## config.mk

```make
export PLATFORM = sky130hd
export DESIGN_NAME = pio_disk_seq
export DESIGN_NICKNAME = d
export VERILOG_FILES = /design/src/rtl/pio_seq_pkg.sv /design/src/rtl/pio_seq_ctrl.sv /design/src/rtl/pio_seq_dp.sv /design/src/rtl/pio_disk_seq.sv
export SDC_FILE = /design/constraint.sdc
export NUM_CORES = 1
export LEC_CHECK = 0
export ABC_AREA = 1
export BUFFER_PORTS_ARGS = -buffer_cell sky130_fd_sc_hd__buf_2
export CAP_MARGIN = 20
export CORE_MARGIN = 2
export CORE_UTILIZATION = 45
export CTS_BUF_LIST = sky130_fd_sc_hd__clkbuf_4
export DETAILED_ROUTE_END_ITERATION = 10
export PLACE_DENSITY = 0.7
export SKIP_LAST_GASP = 1
export SYNTH_ARGS = -nofsm -noshare
export SYNTH_HDL_FRONTEND = slang
export SYNTH_SLANG_ARGS = --single-unit
```

## constraint.sdc

```tcl
create_clock -name clk -period 5.1 [get_ports clk]
set_clock_uncertainty 0.1 [all_clocks]
set_input_delay 0.51 -clock clk [delete_from_list [all_inputs] [get_ports clk]]
set_output_delay 0.51 -clock clk [all_outputs]
set_load 0.005 [all_outputs]
```

## src/rtl/pio_seq_pkg.sv

```systemverilog
package pio_seq_pkg;

  typedef enum logic [3:0] {
    SEL_DATA, SEL_ERRREG, SEL_COUNT, SEL_LBA0, SEL_LBA1,
    SEL_LBA2, SEL_HEAD, SEL_CMDSTAT, SEL_DEVCTL
  } regSel_e;

  typedef enum logic [1:0] {
    KIND_DRIVE   = 2'd0,
    KIND_FAULT   = 2'd1,
    KIND_TIMEOUT = 2'd2
  } errKind_e;

  // status bit positions
  localparam int ST_BUSY  = 7;
  localparam int ST_READY = 6;
  localparam int ST_FAULT = 5;
  localparam int ST_DRQ   = 3;
  localparam int ST_ERROR = 0;

  localparam logic [7:0] OPC_READ   = 8'h20;
  localparam logic [7:0] OPC_WRITE  = 8'h30;
  localparam logic [7:0] DEVCTL_VAL = 8'h0A;

  localparam logic [9:0] ADR_DATA   = 10'h1F0;
  localparam logic [9:0] ADR_ERRREG = 10'h1F1;
  localparam logic [9:0] ADR_CMDST  = 10'h1F7;

  typedef struct packed {
    logic     load;      // latch request
    logic     access;    // device access this cycle
    logic     isWrite;   // access direction
    regSel_e  sel;       // register selected
    logic     tick;      // failed poll, advance timer
    logic     wordStep;  // data word moved
    logic     finishOk;
    logic     finishErr;
    errKind_e kind;
    logic     grabErr;   // capture device read value as detail
  } strobe_t;

  function automatic logic [9:0] selAddr(regSel_e s);
    case (s)
      SEL_DATA:    selAddr = 10'h1F0;
      SEL_ERRREG:  selAddr = 10'h1F1;
      SEL_COUNT:   selAddr = 10'h1F2;
      SEL_LBA0:    selAddr = 10'h1F3;
      SEL_LBA1:    selAddr = 10'h1F4;
      SEL_LBA2:    selAddr = 10'h1F5;
      SEL_HEAD:    selAddr = 10'h1F6;
      SEL_CMDSTAT: selAddr = 10'h1F7;
      SEL_DEVCTL:  selAddr = 10'h3F6;
      default:     selAddr = 10'h1F0;
    endcase
  endfunction

endpackage

```

## src/rtl/pio_seq_ctrl.sv

```systemverilog
module pio_seq_ctrl
  import pio_seq_pkg::*;
(
  input  logic       clk,
  input  logic       rstN,
  input  logic       reqValid,
  input  logic       curWrite,
  input  logic [7:0] status,
  input  logic       wordLast,
  input  logic       sectorLast,
  input  logic       timerLast,
  output logic       idle,
  output strobe_t    st
);

  typedef enum logic [3:0] {
    S_IDLE, S_DEVCTL, S_WAITRDY, S_COUNT, S_LBA0, S_LBA1, S_LBA2,
    S_HEAD, S_CMD, S_WAITDRQ, S_XFER, S_WAITEND, S_GETERR
  } state_e;

  state_e state, nextState;

  logic busy, ready, drq, errBit, fault;
  assign busy   = status[ST_BUSY];
  assign ready  = status[ST_READY];
  assign drq    = status[ST_DRQ];
  assign errBit = status[ST_ERROR];
  assign fault  = status[ST_FAULT];

  assign idle = (state == S_IDLE);

  always_comb begin
    st        = '0;
    nextState = state;
    case (state)
      S_IDLE: begin
        if (reqValid) begin
          st.load   = 1'b1;
          nextState = S_DEVCTL;
        end
      end
      S_DEVCTL: begin
        st.access = 1'b1; st.isWrite = 1'b1; st.sel = SEL_DEVCTL;
        nextState = S_WAITRDY;
      end
      S_WAITRDY: begin
        st.access = 1'b1; st.sel = SEL_CMDSTAT;
        if (!busy && ready) begin
          nextState = S_COUNT;
        end else if (timerLast) begin
          st.finishErr = 1'b1; st.kind = KIND_TIMEOUT;
          nextState = S_IDLE;
        end else begin
          st.tick = 1'b1;
        end
      end
      S_COUNT: begin
        st.access = 1'b1; st.isWrite = 1'b1; st.sel = SEL_COUNT;
        nextState = S_LBA0;
      end
      S_LBA0: begin
        st.access = 1'b1; st.isWrite = 1'b1; st.sel = SEL_LBA0;
        nextState = S_LBA1;
      end
      S_LBA1: begin
        st.access = 1'b1; st.isWrite = 1'b1; st.sel = SEL_LBA1;
        nextState = S_LBA2;
      end
      S_LBA2: begin
        st.access = 1'b1; st.isWrite = 1'b1; st.sel = SEL_LBA2;
        nextState = S_HEAD;
      end
      S_HEAD: begin
        st.access = 1'b1; st.isWrite = 1'b1; st.sel = SEL_HEAD;
        nextState = S_CMD;
      end
      S_CMD: begin
        st.access = 1'b1; st.isWrite = 1'b1; st.sel = SEL_CMDSTAT;
        nextState = S_WAITDRQ;
      end
      S_WAITDRQ: begin
        st.access = 1'b1; st.sel = SEL_CMDSTAT;
        if (!busy && errBit) begin
          nextState = S_GETERR;
        end else if (!busy && fault) begin
          st.finishErr = 1'b1; st.kind = KIND_FAULT;
          nextState = S_IDLE;
        end else if (!busy && drq) begin
          nextState = S_XFER;
        end else if (timerLast) begin
          st.finishErr = 1'b1; st.kind = KIND_TIMEOUT;
          nextState = S_IDLE;
        end else begin
          st.tick = 1'b1;
        end
      end
      S_XFER: begin
        st.access = 1'b1; st.isWrite = curWrite; st.sel = SEL_DATA;
        st.wordStep = 1'b1;
        if (wordLast) nextState = sectorLast ? S_WAITEND : S_WAITDRQ;
      end
      S_WAITEND: begin
        st.access = 1'b1; st.sel = SEL_CMDSTAT;
        if (!busy && errBit) begin
          nextState = S_GETERR;
        end else if (!busy && fault) begin
          st.finishErr = 1'b1; st.kind = KIND_FAULT;
          nextState = S_IDLE;
        end else if (!busy) begin
          st.finishOk = 1'b1;
          nextState = S_IDLE;
        end else if (timerLast) begin
          st.finishErr = 1'b1; st.kind = KIND_TIMEOUT;
          nextState = S_IDLE;
        end else begin
          st.tick = 1'b1;
        end
      end
      S_GETERR: begin
        st.access = 1'b1; st.sel = SEL_ERRREG;
        st.grabErr = 1'b1; st.finishErr = 1'b1; st.kind = KIND_DRIVE;
        nextState = S_IDLE;
      end
      default: nextState = S_IDLE;
    endcase
  end

  always_ff @(posedge clk) begin
    if (!rstN) state <= S_IDLE;
    else       state <= nextState;
  end

  // parameter programming begins only after a ready status read
  a_r2_params_after_ready: assert property (@(posedge clk) disable iff (!rstN)
    (state == S_COUNT) |-> ($past(state) == S_WAITRDY &&
                            !$past(status[ST_BUSY]) && $past(status[ST_READY])));

  // a new request is never accepted mid-sequence
  a_r11_ready_only_idle: assert property (@(posedge clk) disable iff (!rstN)
    (idle && reqValid) |=> !idle);

endmodule

```

## src/rtl/pio_seq_dp.sv

```systemverilog
module pio_seq_dp
  import pio_seq_pkg::*;
#(
  parameter int WORDS_PER_SECTOR = 256,
  parameter int TIMEOUT_POLLS    = 4096
) (
  input  logic        clk,
  input  logic        rstN,
  input  strobe_t     st,
  input  logic        reqWrite,
  input  logic        reqDrive,
  input  logic [27:0] reqLba,
  input  logic [7:0]  reqCount,
  input  logic [15:0] wrData,
  input  logic [15:0] devRdata,
  output logic        curWrite,
  output logic        wordLast,
  output logic        sectorLast,
  output logic        timerLast,
  output logic [9:0]  devAddr,
  output logic        devWr,
  output logic        devRd,
  output logic [15:0] devWdata,
  output logic        wrTake,
  output logic [15:0] rdData,
  output logic        rdValid,
  output logic        done,
  output logic        err,
  output logic [1:0]  errKind,
  output logic [7:0]  errDetail
);

  localparam int WW = (WORDS_PER_SECTOR > 1) ? $clog2(WORDS_PER_SECTOR) : 1;
  localparam int TW = $clog2(TIMEOUT_POLLS + 1);
  localparam logic [WW-1:0] WORD_MAX  = WW'(WORDS_PER_SECTOR - 1);
  localparam logic [TW-1:0] TIMER_MAX = TW'(TIMEOUT_POLLS - 1);

  logic        drvQ;
  logic [27:0] lbaQ;
  logic [7:0]  cntQ;
  logic [WW-1:0] wordCnt;
  logic [8:0]  secLeft;
  logic [TW-1:0] timer;

  always_ff @(posedge clk) begin
    if (!rstN) begin
      curWrite <= 1'b0; drvQ <= 1'b0; lbaQ <= '0; cntQ <= '0;
    end else if (st.load) begin
      curWrite <= reqWrite; drvQ <= reqDrive; lbaQ <= reqLba; cntQ <= reqCount;
    end
  end

  // word and sector bookkeeping; a zero count stands for 256 sectors
  always_ff @(posedge clk) begin
    if (!rstN) begin
      wordCnt <= '0; secLeft <= '0;
    end else if (st.load) begin
      wordCnt <= '0;
      secLeft <= (reqCount == 8'd0) ? 9'd256 : {1'b0, reqCount};
    end else if (st.wordStep) begin
      if (wordCnt == WORD_MAX) begin
        wordCnt <= '0;
        secLeft <= secLeft - 9'd1;
      end else begin
        wordCnt <= wordCnt + 1'b1;
      end
    end
  end

  assign wordLast   = (wordCnt == WORD_MAX);
  assign sectorLast = (secLeft == 9'd1);

  always_ff @(posedge clk) begin
    if (!rstN)        timer <= '0;
    else if (st.tick) timer <= timer + 1'b1;
    else              timer <= '0;
  end
  assign timerLast = (timer == TIMER_MAX);

  // device port
  logic [7:0] headByte;
  assign headByte = {3'b111, drvQ, lbaQ[27:24]};

  always_comb begin
    case (st.sel)
      SEL_DEVCTL:  devWdata = {8'h00, DEVCTL_VAL};
      SEL_COUNT:   devWdata = {8'h00, cntQ};
      SEL_LBA0:    devWdata = {8'h00, lbaQ[7:0]};
      SEL_LBA1:    devWdata = {8'h00, lbaQ[15:8]};
      SEL_LBA2:    devWdata = {8'h00, lbaQ[23:16]};
      SEL_HEAD:    devWdata = {8'h00, headByte};
      SEL_CMDSTAT: devWdata = {8'h00, curWrite ? OPC_WRITE : OPC_READ};
      SEL_DATA:    devWdata = wrData;
      default:     devWdata = 16'h0000;
    endcase
  end

  assign devAddr = st.access ? selAddr(st.sel) : 10'h000;
  assign devWr   = st.access && st.isWrite;
  assign devRd   = st.access && !st.isWrite;
  assign wrTake  = st.wordStep && st.isWrite;
  assign rdValid = st.wordStep && !st.isWrite;
  assign rdData  = devRdata;

  // completion pulses
  always_ff @(posedge clk) begin
    if (!rstN) begin
      done <= 1'b0; err <= 1'b0; errKind <= 2'd0; errDetail <= 8'h00;
    end else begin
      done <= st.finishOk;
      err  <= st.finishErr;
      if (st.finishErr) begin
        errKind   <= st.kind;
        errDetail <= st.grabErr ? devRdata[7:0] : 8'h00;
      end
    end
  end

  // completions are exclusive single pulses
  a_r11_pulse_exclusive: assert property (@(posedge clk) disable iff (!rstN)
    !(done && err));
  a_r11_done_single: assert property (@(posedge clk) disable iff (!rstN)
    done |=> !done);
  a_r11_err_single: assert property (@(posedge clk) disable iff (!rstN)
    err |=> !err);

  // error register is fetched only right after a status read
  a_r8_errreg_after_status: assert property (@(posedge clk) disable iff (!rstN)
    (devRd && devAddr == ADR_ERRREG) |->
      $past(devRd && devAddr == ADR_CMDST && devRdata[ST_ERROR]));

  // a burst of data accesses starts only after a DRQ status read
  a_r4_data_after_drq: assert property (@(posedge clk) disable iff (!rstN)
    ((devRd || devWr) && devAddr == ADR_DATA &&
     !$past((devRd || devWr) && devAddr == ADR_DATA)) |->
      $past(devRd && devAddr == ADR_CMDST && devRdata[ST_DRQ] && !devRdata[ST_BUSY]));

  // write words go out on the data port in the cycle they are taken
  a_r5_take_on_data_write: assert property (@(posedge clk) disable iff (!rstN)
    wrTake |-> (devWr && devAddr == ADR_DATA && devWdata == wrData));

  // the poll timer never passes its limit
  a_r10_timer_bound: assert property (@(posedge clk) disable iff (!rstN)
    timer <= TIMER_MAX);

endmodule

```

## src/rtl/pio_disk_seq.sv

```systemverilog
module pio_disk_seq
  import pio_seq_pkg::*;
#(
  parameter int WORDS_PER_SECTOR = 256,
  parameter int TIMEOUT_POLLS    = 4096
) (
  input  logic        clk,
  input  logic        rstN,
  input  logic        reqValid,
  output logic        reqReady,
  input  logic        reqWrite,
  input  logic        reqDrive,
  input  logic [27:0] reqLba,
  input  logic [7:0]  reqCount,
  input  logic [15:0] wrData,
  output logic        wrTake,
  output logic [15:0] rdData,
  output logic        rdValid,
  output logic        done,
  output logic        err,
  output logic [1:0]  errKind,
  output logic [7:0]  errDetail,
  output logic [9:0]  devAddr,
  output logic        devWr,
  output logic        devRd,
  output logic [15:0] devWdata,
  input  logic [15:0] devRdata
);

  strobe_t stb;
  logic curWrite, wordLast, sectorLast, timerLast;

  pio_seq_ctrl u_ctrl (
    .clk(clk), .rstN(rstN), .reqValid(reqValid), .curWrite(curWrite),
    .status(devRdata[7:0]), .wordLast(wordLast), .sectorLast(sectorLast),
    .timerLast(timerLast), .idle(reqReady), .st(stb)
  );

  pio_seq_dp #(
    .WORDS_PER_SECTOR(WORDS_PER_SECTOR), .TIMEOUT_POLLS(TIMEOUT_POLLS)
  ) u_dp (
    .clk(clk), .rstN(rstN), .st(stb), .reqWrite(reqWrite), .reqDrive(reqDrive),
    .reqLba(reqLba), .reqCount(reqCount), .wrData(wrData), .devRdata(devRdata),
    .curWrite(curWrite), .wordLast(wordLast), .sectorLast(sectorLast),
    .timerLast(timerLast), .devAddr(devAddr), .devWr(devWr), .devRd(devRd),
    .devWdata(devWdata), .wrTake(wrTake), .rdData(rdData), .rdValid(rdValid),
    .done(done), .err(err), .errKind(errKind), .errDetail(errDetail)
  );

endmodule

```

## Word-level counts from Yosys, hierarchy flattened

Memory sizes are Yosys's and may differ from the RTL's.
Cells that the tools add are included.

| storage, ports and cells | value |
|---|---|
| output and inout port bits | 59 |
| memories | 1 |
| memory bits (read-only) | 64 |
| flip-flop bits (word level) | 84 |
| input port bits | 73 |

Memory list:

| name | words | width | read ports | clocked after Yosys merged registers in | wr ports | RTL line | RTL |
|---|---|---|---|---|---|---|---|
| (name not given) | 16 | 4 | 1 | 0 | 0 | pio_seq_pkg.sv:43 | `case (s)` |

| cells by class | value |
|---|---|
| add/sub/neg operators | 3 |
| bitwise gates (word level) | 2 |
| reductions and logical operators | 23 |
| equality and inequality tests | 24 |
| mux-type cells | 47 |

Operators with widths:

| cell | number |
|---|---|
| one-hot mux 16 bit (8 select lines) | 1 |
| one-hot mux 4 bit (12 select lines) | 1 |
| 2-to-1 mux 4 bit | 10 |
| 2-to-1 mux 9 bit | 4 |
| equality test 4 x 3 -> 1 bit (second input constant) | 8 |
| one-hot mux 4 bit (8 select lines) | 1 |
| equality test 4 bit (second input constant) | 6 |
| 2-to-1 mux 3 bit | 8 |
| equality test 4 x 2 -> 1 bit (second input constant) | 4 |
| 2-to-1 mux 8 bit | 2 |
| 2-to-1 mux 1 bit | 14 |
| adder 13 x 1 -> 13 bit (second input constant) | 1 |
| equality test 13 x 12 -> 1 bit (second input constant) | 1 |
| one-hot mux 3 bit (4 select lines) | 1 |
| OR reduction 12 bit | 1 |
| 2-to-1 mux 10 bit | 1 |
| equality test 9 x 1 -> 1 bit (second input constant) | 1 |
| subtractor 9 x 1 -> 9 bit (second input constant) | 1 |
| adder 8 x 1 -> 8 bit (second input constant) | 1 |
| equality test 8 bit (second input constant) | 1 |
| logical AND 1 bit | 8 |
| zero test 4 bit | 2 |
| zero test 8 bit | 1 |
| OR reduction 4 bit | 2 |
| 13 further kinds | 18 |

## Depth between registers and ports, before layout

| logic depth | value |
|---|---|
| word-level depth | 7 |
| gate-level depth with buffers | 13 |

## Modules after synthesis

Synthesis repeated with hierarchy kept, for this count alone.

| unflattened totals | value |
|---|---|
| cells, all modules | 671 |
| area, all modules | 4465.5 um^2 |

By module, submodules not included:

| module | cells each | instances | area an instance (um^2) |
|---|---|---|---|
| pio_seq_dp | 561 | 1 | 3892.5 |
| pio_seq_ctrl | 110 | 1 | 573.0 |

## Least setup slack after synthesis

No wires, ideal clock.

| timing path | value |
|---|---|
| path kind | reg2out |
| start point | register u_ctrl.state[2] |
| end point | output port devWdata[10] |
| arrival time | 1.351 ns |
| stages on the path, launching flop included | 9 |
| path buffers | 0 |
| slack | 3.139 ns |
| cells stage by stage | dfxtp_1 > inv_2 > nand2_4 > o22ai_2 > nor2_2 > nand2_2 > nor2_4 > inv_4 > nor2_1 |

| between the ends | value |
|---|---|
| longest elaborated chain between the ends | 5 |
| elaborated cells on any way between the ends | 22 |

RTL lines:

| element | RTL line | RTL |
|---|---|---|
| start, declared | pio_seq_ctrl.sv:21 | `state_e state, nextState;` |
| start signal, assigned | pio_seq_ctrl.sv:130 | `else state <= nextState;` |
| equality test 4 bit / equality test 4 x 2 -> 1 bit (equally long branches) | pio_seq_ctrl.sv:35 | `case (state)` |
| OR reduction 4 bit (no line) | n/a |  |
| one-hot mux 4 bit (8 select lines) * | pio_seq_ctrl.sv:35 |  |
| equality test 4 x 3 -> 1 bit (tied with other cells) | pio_seq_dp.sv:85 | `case (st.sel)` |
| one-hot mux 16 bit (8 select lines) * | pio_seq_dp.sv:85 |  |
| end, declared | pio_disk_seq.sv:26 | `output logic [15:0] devWdata,` |

Mark *: on every way between the ends. The rest lies on a longest branch, timed or not.

## Final worst setup path

| timing path | value |
|---|---|
| start point | register u_ctrl.state[3] |
| end point | output port devWdata[2] |

Same word-level chain as after synthesis.

==> key figures <==
Status
  – Status: finished clean

Setup path
  – Req. time, crit path: 4.49 ns
  – Worst setup endpoint: devWdata[2]
  – Worst reg2reg path startpoint: u_ctrl.state[3]
  – Critical Path Source: u_ctrl.state[3]
  – Reg2Reg Capture Point: u_dp.secLeft[6]
  – WP data arrival: 2.49 ns
  – CP Class: reg -> out
  – Reg2reg path depth: 8
  – Crit-path max FO: 12
  – Flop2flop setup slack: 2.55 ns
  – Crit. End Element: output pin
  – Crit path launch type: flop

Floorplan
  – Core Area: 0.00968 mm²
  – Initial Util: 0.459
  – Die H: 103 µm
  – # IOs: 132
  – Die width: 103 µm
  – Cell row count: 36
  – Die Area: 0.0107 mm²

Run
  – Max-Cap Viols: 0

Yosys
  – Post-Syn Nets: 696
  – Syn. warnings: 0
  – Count of state elements after synthesis: 84
  – Async SR Flop Fraction: 0
  – Post-synth EDFFs: 0
  – Synth Area per Inst: 7.17 µm²
  – Seq/Total Area, Yosys: 0.379
  – Mapped Cells: 619
  – Mapped Area: 0.00444 mm²
  – Synth unique cells: 41
  – Main flop type after synthesis: dfxtp_1

Timing
  – Fin crit share: 0.609
  – RSZ-0062 raised after global routing: no
  – Setup TNS: 0 ns
  – Slew HR: 0.403
  – Final setup violation count: 0
  – Measured slew at the worst slew-check pin: 0.894 ns
  – Max Freq: 0.322 GHz
  – Count of final max-slew check failures: 0
  – Setup ws final: 2.00 ns
  – Final min period: 3.10 ns
  – Final hold violations: 0

Drt
  – Via count: 4304
  – M1 WL: 4.95 mm
  – WL final: 11.3 mm
  – Met2 WL: 5.43 mm
  – Final antenna-violating net count: 0
  – Uppermost routed layer: met4
  – Drt via density: 5.12
  – Drt first pass iters: 5
  – Avg WL per Cell: 13.4 µm
  – Number of remaining DRC errors: 0
  – Metal3 WL: 584 µm
  – Detailed Route Iter0 Violations: 162

Placed design
  – Pre-CTS setup slack: 2.51 ns
  – Detailed Place HPWL: 8.57 mm
  – I/O Buffers: 114
  – RePlAce Congestion: 0.886
  – Placed Cells: 825

GRT
  – Vias in the first global route: 4015
  – Antenna violations before repair: 0
  – Global-route wire length before repair: 17.9 mm
  – Gr usage total: 0.212
  – Largest net degree at the start of global routing: 65
  – Grt ovf: 0

Clock network
  – Clock buffer depth: 2
  – Reg clk slew, reported paths: 0.14 ns
  – Setup bufs post-CTS: 0
  – # hold bufs at CTS: 0
  – CTS tree: done
  – CTS Root Cell: clkbuf_4
  – Number of clock sinks: 84
  – CTS H-tree depth: 3
  – CTS buffer count: 9
  – Clock Latency Late Sink: 0.43 ns
  – Post-CTS Resized: 0

Pwr
  – Switch share: 0.324
  – Int Power: 0.000971 W
  – Maximum VDD drop: 0.000160 V
  – Clk pwr share: 0.278
  – Reg power frac: 0.505
  – P per Cell Area: 284 mW/mm²
  – Sw Pwr: 0.000465 W
  – Comb pwr share: 0.217
  – Leakage: 2.34 nW

Layout
  – Share of layout cells above drive strength 1: 0.251
  – Non-filler cells, final: 841
  – P&R area growth vs syn: 13.9%
  – ANT cells: 0
  – Fin util: 0.522
  – Fin nets: 780

Hold path
  – HP Class: in -> reg
-- layer usage --
metal	up-vias	track usage
met5	-	0
met4	0	0.0840
met3	29	0.0517
met2	136	0.357
met1	1952	0.261
li1	2187	-
-- power by group through the flow --
stage / Sequential (W) / Combinational [W] / Clock, W
after global routing: 0.000730 / 0.000352 / 0.000435
final: 0.000726 / 0.000311 / 0.000399
after floorplan: 0.000730 / 0.000226 / 0
after global placement: 0.000738 / 0.000305 / 0
after detailed placement: 0.000739 / 0.000310 / 0
after CTS: 0.000725 / 0.000311 / 0.000410
-- placed cells by master (no fill, tap or decap), drive strengths merged --
cell type | netlist | layout
buf | 30 | 114
nand2 | 108 | 108
inv | 89 | 90
dfxtp | 84 | 84
nor2 | 80 | 80
a21oi | 62 | 62
o21ai | 48 | 48
nand3 | 23 | 23
nand4 | 16 | 16
o22ai | 13 | 13
nor3 | 10 | 10
clkbuf | 11 | 9
o2111ai | 7 | 7
xor2 | 7 | 7
clkinv | 1 | 6
o211ai | 5 | 5
ha | 4 | 4
a31oi | 3 | 3
nor3b | 3 | 3
xnor2 | 3 | 3
or2 | 3 | 3
a211oi | 3 | 3
nor4 | 2 | 2
a22o | 2 | 2
o31ai | 1 | 1
conb | 1 | 1
bufinv | 0 | 1
-- through the flow --
stage | total power (W) | area (µm²) | hold slack [ns]
2_1_floorplan | 0.000956 | 4440 | 0.317
3_3_place_gp | 0.00104 | 4910 | 0.330
3_5_place_dp | 0.00105 | 4910 | 0.341
4_1_cts | 0.00145 | 5060 | 0.172
5_1_grt | 0.00152 | 5060 | 0.175
6_report | 0.00144 | 5060 | 0.186
-- worst max-delay path: stages, from the launching register on --
cell and delay, ns:
dfxtp_1 0.63, nand2_1 0.19, nor2_2 0.36, inv_1 0.30, nand2_2 0.17, nor2_4 0.08
nand2_1 0.07, o2111ai_1 0.11, buf_2 0.15
-- kinds of logic after synthesis --
group / share of synthesized area
buffers and inverters: 0.136
AND/OR/NAND/NOR: 0.269
other: 0.000844
adder cells (fa/ha/maj): 0.0113
flip-flops: 0.379
XOR/XNOR: 0.0197
AO/OA/AOI/OAI: 0.185
-- state kept, by name (all words and copies together), names as in the netlist --
name            cells
u_dp.curWrite       1
u_dp.timer         13
u_dp.drvQ           1
u_dp.wordCnt        8
u_dp.done           1
u_dp.err            1
u_dp.errKind        2
u_dp.secLeft        9
u_dp.errDetail      8
u_ctrl.state        4
u_dp.lbaQ          28
u_dp.cntQ           8
-- worst min-delay path by stage --
| stage | start | to | slack, ns | cells past startpoint |
|---|---|---|---|---|
| floorplan | u_dp.timer[0] | u_dp.timer[0] | 0.32 | 1 |
| finish | devRdata[7] | u_dp.done | 0.19 | 2 |
| global route | devRdata[7] | u_dp.done | 0.17 | 2 |
| CTS | devRdata[7] | u_dp.done | 0.17 | 2 |
| global placement | u_dp.timer[0] | u_dp.timer[0] | 0.33 | 1 |
| detailed placement | u_dp.lbaQ[19] | u_dp.lbaQ[19] | 0.34 | 2 |
-- layout make-up --
cell class | count | area [µm²]
multi-input combinational | 404 | 2150
sequential | 84 | 1680
clock buffer | 9 | 67.6
inverter | 90 | 340
tap | 133 | 166
timing repair buffer | 114 | 571
fill | 961 | 4630
clock inverter | 7 | 76.3
-- cells in the mapped netlist, drive strengths merged (5+ instances only) --
master	instances	area, µm²
buf	30	223
xor2	7	61.3
o2111ai	7	61.3
o22ai	13	87.6
inv	89	337
nand3	23	125
o211ai	5	37.5
nand4	16	115
dfxtp	84	1680
nor3	10	61.3
o21ai	48	240
a21oi	62	322
nor2	80	390
nand2	108	448
clkbuf	11	41.3
(Power assumes the default switching activity.)
